--- config.mk ---
export PLATFORM = sky130hd
export DESIGN_NAME = fowd_timer
export DESIGN_NICKNAME = d
export VERILOG_FILES = /design/src/rtl/fowd_pkg.sv /design/src/rtl/fowd_prescale.sv /design/src/rtl/fowd_count.sv /design/src/rtl/fowd_timer.sv
export SDC_FILE = /design/constraint.sdc
export NUM_CORES = 1
export LEC_CHECK = 0
export ABC_AREA = 1
export BUFFER_PORTS_ARGS = -buffer_cell sky130_fd_sc_hd__clkbuf_2
export CAP_MARGIN = 0
export CORE_ASPECT_RATIO = 1.25
export CORE_MARGIN = 10
export CORE_UTILIZATION = 59
export CTS_CLUSTER_DIAMETER = 50
export CTS_CLUSTER_SIZE = 25
export DETAILED_ROUTE_END_ITERATION = 16
export GPL_ROUTABILITY_DRIVEN = 0
export PLACE_DENSITY = 0.86
export SLEW_MARGIN = 15
export SYNTH_ARGS = -nofsm -noshare
export SYNTH_HDL_FRONTEND = slang
export SYNTH_SLANG_ARGS = --single-unit
--- constraint.sdc ---
create_clock -name clk -period 3.3 [get_ports clk]
set_input_delay 0.33 -clock clk [delete_from_list [all_inputs] [get_ports clk]]
set_output_delay 0.33 -clock clk [all_outputs]
set_load 0.01 [all_outputs]
--- src/rtl/fowd_pkg.sv ---
package fowd_pkg;
  localparam int unsigned FOWD_CNT_W    = 32;
  localparam int unsigned FOWD_TICK_DIV = 125;

  typedef enum logic [1:0] {
    CNT_HOLD = 2'd0,
    CNT_LOAD = 2'd1,
    CNT_STEP = 2'd2
  } cnt_op_e;
endpackage

--- src/rtl/fowd_prescale.sv ---
module fowd_prescale #(
  parameter int unsigned TICK_DIV = fowd_pkg::FOWD_TICK_DIV
) (
  input  logic clk,
  input  logic rst,
  input  logic clr_i,
  output logic tick_o
);
  generate
    if (TICK_DIV < 2) begin : g_pass
      assign tick_o = 1'b1;
    end else begin : g_div
      localparam int unsigned PW = $clog2(TICK_DIV);
      localparam logic [PW-1:0] LAST = PW'(TICK_DIV - 1);
      logic [PW-1:0] pre_q;

      always_ff @(posedge clk) begin
        if (rst || clr_i) begin
          pre_q <= '0;
        end else if (pre_q == LAST) begin
          pre_q <= '0;
        end else begin
          pre_q <= pre_q + 1'b1;
        end
      end

      assign tick_o = (pre_q == LAST);
    end
  endgenerate
endmodule

--- src/rtl/fowd_count.sv ---
module fowd_count
  import fowd_pkg::*;
#(
  parameter int unsigned CNT_W = FOWD_CNT_W
) (
  input  logic             clk,
  input  logic             rst,
  input  logic             load_i,
  input  logic [CNT_W-1:0] load_val_i,
  input  logic             tick_i,
  output logic [CNT_W-1:0] count_o,
  output logic             expire_o
);
  localparam logic [CNT_W-1:0] ONE = CNT_W'(1);

  logic [CNT_W-1:0] cnt_q;
  logic             exp_q;
  cnt_op_e          op;

  always_comb begin
    if (load_i) begin
      op = CNT_LOAD;
    end else if (tick_i && (cnt_q != '0)) begin
      op = CNT_STEP;
    end else begin
      op = CNT_HOLD;
    end
  end

  always_ff @(posedge clk) begin
    if (rst) begin
      cnt_q <= '0;
      exp_q <= 1'b0;
    end else begin
      exp_q <= (op == CNT_STEP) && (cnt_q == ONE);
      case (op)
        CNT_LOAD: cnt_q <= load_val_i;
        CNT_STEP: cnt_q <= cnt_q - ONE;
        default:  cnt_q <= cnt_q;
      endcase
    end
  end

  assign count_o  = cnt_q;
  assign expire_o = exp_q;
endmodule

--- src/rtl/fowd_timer.sv ---
module fowd_timer
  import fowd_pkg::*;
#(
  parameter int unsigned CNT_W    = FOWD_CNT_W,
  parameter int unsigned TICK_DIV = FOWD_TICK_DIV
) (
  input  logic             clk,
  input  logic             rst,
  input  logic             hot_rst_i,
  input  logic             wr_en_i,
  input  logic [CNT_W-1:0] wr_data_i,
  output logic [CNT_W-1:0] count_o,
  output logic             expire_o
);
  logic tick;

  fowd_prescale #(
    .TICK_DIV(TICK_DIV)
  ) u_prescale (
    .clk   (clk),
    .rst   (rst),
    .clr_i (wr_en_i),
    .tick_o(tick)
  );

  fowd_count #(
    .CNT_W(CNT_W)
  ) u_count (
    .clk       (clk),
    .rst       (rst),
    .load_i    (wr_en_i),
    .load_val_i(wr_data_i),
    .tick_i    (tick),
    .count_o   (count_o),
    .expire_o  (expire_o)
  );
endmodule

## After elaboration in Yosys (flattened, before gate mapping)

Cells that the tools add are included.

- Register bits after elaboration: 40
- Output and inout port bits: 33
- Logic and storage cells: 18

- Add/subtract/negate cells: 2
- Equal/unequal tests: 4
- Mux-type cells: 3
- Reduce and logical (&&, ||, !) cells: 6

Operators with widths:

| kind | number |
|---|---|
| $pmux 32 s2 | 1 |
| $eq 32x1->1 const B | 1 |
| $reduce_bool 32->1 | 1 |
| $sub 32x1->32 const B | 1 |
| $add 7x1->7 const B | 1 |
| $eq 7x7->1 const B | 1 |
| $mux 2 | 2 |
| $eq 2x1->1 const B | 1 |
| $eq 2x2->1 const B | 1 |
| $logic_and 1x1->1 | 2 |
| $reduce_bool 2->1 | 1 |
| $reduce_or 2->1 | 1 |
| $logic_or 1x1->1 | 1 |

## Depth between registers and ports, before layout

- Depth in word-level cells: 6
- Gate-level depth with buffers: 13
- Mapped depth without buffers: 12

## Cells and area by module

From an unflattened synthesis, not the netlist that was laid out.

- Cell total of the unflattened synthesis: 490
- Area total of the unflattened synthesis: 3,025.4 µm²

By module, submodules not included:

| module | instances | cells an instance | area an instance (µm²) | seq. area each (µm²) |
|---|---|---|---|---|
| fowd_count | 1 | 446 | 2,681.3 | 660.6 |
| fowd_prescale | 1 | 44 | 344.1 | 140.1 |

## Worst setup path before layout

OpenSTA, ideal clock, no wires.

- Path kind: register to register
- From: register u_count.cnt_q[0] (netlist: u_count.count_o[0])
- To: register u_count.cnt_q[2] (netlist: u_count.count_o[2])
- Setup time: 0.109 ns
- Data arrival time: 1.686 ns
- Required time: 3.191 ns
- Path slack: 1.505 ns
- Cell stages (with the launch flop): 14
- Path buffers: 1
- Period minus slack after synthesis: 1.795 ns
- Path through: dfxtp_1 > inv_1 > ha_1 > nand2_4 > nor2_8 > nand2_4 > nor2_8 > nor2_8 > nand2_4 > buf_6 > nand2_1 > nand3_2 > nand2_1 > inv_1

- Cells in the longest elaborated chain, start to end: 6

RTL lines:

| item | line | source |
|---|---|---|
| from (decl) | fowd_count.sv:16 | `logic [CNT_W-1:0] cnt_q;` |
| from (signal assigned) | fowd_count.sv:37 | `CNT_LOAD: cnt_q <= load_val_i;` |
| from (signal assigned) | fowd_count.sv:38 | `CNT_STEP: cnt_q <= cnt_q - ONE;` |
| from (signal assigned) | fowd_count.sv:39 | `default: cnt_q <= cnt_q;` |
| branches (longest 6 deep; another with $sub 32x1->32) | - |  |

Parallel ways; which one is timed is not known.
A chain may end at the register's enable or synchronous reset.

## Worst setup path in the final report

- From: register u_count.cnt_q[0] (netlist: u_count.count_o[0])
- To: register u_count.cnt_q[24] (netlist: u_count.count_o[24])

Same word-level chain as after synthesis.

==> summary.md <==
| Metric | Value |
|---|---|
| FF-to-FF End | u_count.count_o[24]$_SDFFE_PP0P_ |
| Antenna viol nets, final | 0 |
| DR iter-0 viols | approximately 170 |
| Sw frac | 0.333 |
| Cts bufs inserted | 5 |
| DR vias | 3158 |
| Max Slew Vio Count | 0 |
| Post-synthesis register bit count | 40 |
| Crit share post-route | 0.618 |
| Longest Clk Path Bufs | 2 |
| Int Pwr | 0.000852 W |
| Yosys top cell by area | dfxtp_1 |
| Cell Area, Synth | 3020 sq um |
| Power per Cell Area | 369 nW/um^2 |
| Congestion Overflow GR | 0 |
| CP Launch Type | flop |
| Met2 WL post-DR | 3990 microns |
| Final Hold Violating Endpoints | 0 |
| Crit-path max FO | 18 |
| Critical path capture point type | flop |
| Worst Reg2Reg Path Length in Cells | 9 |
| Avg Cell Area, Syn | between 6 and 7 sq um |
| Share of Yosys cell area claimed by the top area cell type | 0.265 |
| Yosys warns | 0 |
| Layout Skew | between 0.007 and 0.008 ns |
| Rel. slew slack | 0.532 |
| # Max-Cap Violations | 0 |
| Critical path class | flop to flop |
| WHS | roughly 0.3 ns |
| Critical hold path startpoint | wr_data_i[26] |
| Setup Total Neg Slack | 0 ns |
| Multi-input logic area | 1920 sq um |
| DP HPWL | 6040 microns |
| Post-Route WL | 8160 microns |
| Routed WL per cell | 13.5 microns |
| Outcome | finished clean |
| Syn_nets | around 520 |
| DR vias/cell | 5.24 |
| GRT Total Usage | 0.191 |
| Ports | 69 |
| Static Leakage | 1.90 nW |
| Clock root buffer | clkbuf_8 |
| Initial Utilization | 0.603 |
| Die area | 8400 sq um |
| Post-CTS setup buffers | 0 |
| Flop pwr share | 0.429 |
| Initial antenna violation count | 0 |
| Clock insertion delay at the later pin of the skew report | 0.30 ns |
| IO Port Bufs | 67 |
| Layout area overhead | 14.5% |
| Max VDD drop | about 0.38 mV |
| Clock share of power | 0.322 |
| FF+latch area | 801 sq um |
| Worst Hold Path Cells | 3 |
| Ant. Diodes | 0 |
| Met1 wire length | 3280 microns |
| Final net count | 580 |
| Residual DRC | 0 |
| Num rows | 29 |
| Core Area | 5010 sq um |
| Sequential area share after synthesis | 0.265 |
| Highest routed layer | met4 |
| Final total power | approximately 0.0013 W |
| Achievable Freq | 490 MHz |
| Met3 WL | 693 microns |
| Vias in the first global route | 3130 |
| Ranking of synthesized cells by area | dfxtp_1 (27%), nand2_1 (20%), nor2_1 (8.2%) |
| Hold Path Sink | u_count.count_o[26]$_SDFFE_PP0P_ |
| Gate count after technology mapping | 479 |
| Comb pwr share | 0.249 |
| Synth cell types | 34 |
| Number of H-tree levels | 2 |
| Share of layout cells above drive strength 1 | 0.205 |
| First-pass GRT wire length | around 14000 microns |
| FF-to-FF setup slack | 1.26 ns |
| Die width | 84.0 microns |
| First-pass DRT Iterations | 5 |
| Critical R2R Launch | u_count.count_o[0]$_SDFFE_PP0P_ |
| Fillers | 443 |
| Slew @ Worst Pin | 0.701 ns |
| CP required | 3.49 ns |
| Largest net degree at the start of global routing | 27 |
| HP Class | primary input to flop |
| Die Span Y | 100 microns |
| Post_cts resized | 0 |
| NetSw | 0.000425 W |
| RSZ-0062 raised after global routing | false |
| Hold buffers post-CTS | 0 |
| Clock sink count | 40 |
| Finish-stage setup viols | 0 |
| Fin crit period | 2.04 ns |
| CTS tree | done |
| CTS clock-pin slew for the worst setup and hold paths | roughly 0.080 ns |
| Arr. time, crit path | 2.23 ns |
critical path: stages, from the launching register on:
cell,delay (ns)
dfxtp_1,0.34
inv_1,0.12
ha_1,0.24
nand2_4,0.10
nor2_8,0.15
nand2_4,0.11
o21bai_4,0.34
nand2_4,0.24
o21ai_0,0.22
a21oi_1,0.05
power groups by stage:
| stage | combinational [W] | sequential (W) | clock [W] |
|---|---|---|---|
| finish | 0.000318 | 0.000548 | 0.000411 |
| global route | 0.000359 | 0.000551 | 0.000433 |
| CTS | 0.000318 | 0.000547 | 0.000416 |
| detailed placement | 0.000313 | 0.000558 | 0 |
| global placement | 0.000306 | 0.000558 | 0 |
| floorplan | 0.000222 | 0.000560 | 0 |
metal layers:
layer,track usage,up-vias
li1,-,1606
met1,0.210,1401
met2,0.338,131
met3,0.0511,20
met4,0.0813,0
met5,0,-
cell type report:
| type | count | share of cell area |
|---|---|---|
| clock buffers | 6 | 0.0210 |
| clock inverters | 2 | 0.0101 |
| inverters | 55 | 0.0597 |
| multi-input cells | 370 | 0.556 |
| flip-flops and latches | 40 | 0.232 |
| well taps | 62 | 0.0224 |
| repair buffers | 68 | 0.0991 |
per-stage QoR:
| stage | cells | utilization | worst slack, ns | area (sq um) |
|---|---|---|---|---|
| floorplan | 479 | - | 1.50 | 3020 |
| global placement | 595 | 0.669 | 1.31 | 3350 |
| detailed placement | 595 | 0.669 | 1.28 | 3350 |
| CTS | 603 | 0.691 | 1.26 | 3460 |
| global route | 603 | 0.691 | 1.08 | 3460 |
| finish | 603 | 0.691 | 1.26 | 3460 |
sequential cells by signal (all words and copies together) (netlist names):
| name | flops |
|---|---|
| u_prescale.g_div.pre_q | 7 |
| u_count.count_o | 32 |
| u_count.expire_o | 1 |
cell families after synthesis:
group,Yosys count,synth area share
AND/OR/NAND/NOR,308,0.487
buffers and inverters,69,0.0985
flip-flops,40,0.265
AO/OA/AOI/OAI,39,0.0783
XOR/XNOR,19,0.0551
adder cells (fa/ha/maj),4,0.0166
cells in the final DEF, fill, tap and decap left out, types with 2 or more instances in the layout:
| cell | n |
|---|---|
| o21bai_1 | 5 |
| a21oi_1 | 21 |
| nor3_1 | 3 |
| nor2_2 | 6 |
| o21ai_2 | 4 |
| ha_1 | 4 |
| o21ai_0 | 8 |
| xor2_1 | 12 |
| nand4_1 | 3 |
| dfxtp_1 | 40 |
| clkbuf_2 | 67 |
| nand3_2 | 6 |
| nor2_4 | 2 |
| nor2_8 | 5 |
| nor3b_1 | 2 |
| xnor2_1 | 7 |
| nand2_4 | 8 |
| nand3_1 | 34 |
| inv_1 | 54 |
| clkbuf_8 | 5 |
| nand3b_1 | 5 |
| nand2_1 | 163 |
| nor2_1 | 66 |
how the worst max path moves through the flow:
stage	slack (ns)	from	to	cells past startpoint
floorplan	1.50	u_count.count_o[0]$_SDFFE_PP0P_	u_count.count_o[2]$_SDFFE_PP0P_	13
global placement	1.31	u_count.count_o[0]$_SDFFE_PP0P_	u_count.count_o[25]$_SDFFE_PP0P_	9
detailed placement	1.28	u_count.count_o[0]$_SDFFE_PP0P_	u_count.count_o[24]$_SDFFE_PP0P_	9
CTS	1.26	u_count.count_o[0]$_SDFFE_PP0P_	u_count.count_o[24]$_SDFFE_PP0P_	9
global route	1.08	u_count.count_o[0]$_SDFFE_PP0P_	u_count.count_o[20]$_SDFFE_PP0P_	9
finish	1.26	u_count.count_o[0]$_SDFFE_PP0P_	u_count.count_o[24]$_SDFFE_PP0P_	9
synth_stat cells (all sizes together):
| cell | number |
|---|---|
| nor4b | 1 |
| xor2 | 12 |
| dfxtp | 40 |
| or2 | 1 |
| and2 | 1 |
| ha | 4 |
| nand2 | 171 |
| clkbuf | 5 |
| nor2 | 79 |
| nor3 | 4 |
| inv | 55 |
| nand3 | 40 |
| buf | 9 |
| xnor2 | 7 |
| a21oi | 21 |
| nand4 | 4 |
| nor3b | 2 |
| nand3b | 5 |
| o21ai | 12 |
| o21bai | 6 |
Note: power is estimated with default switching activity, not from simulation.
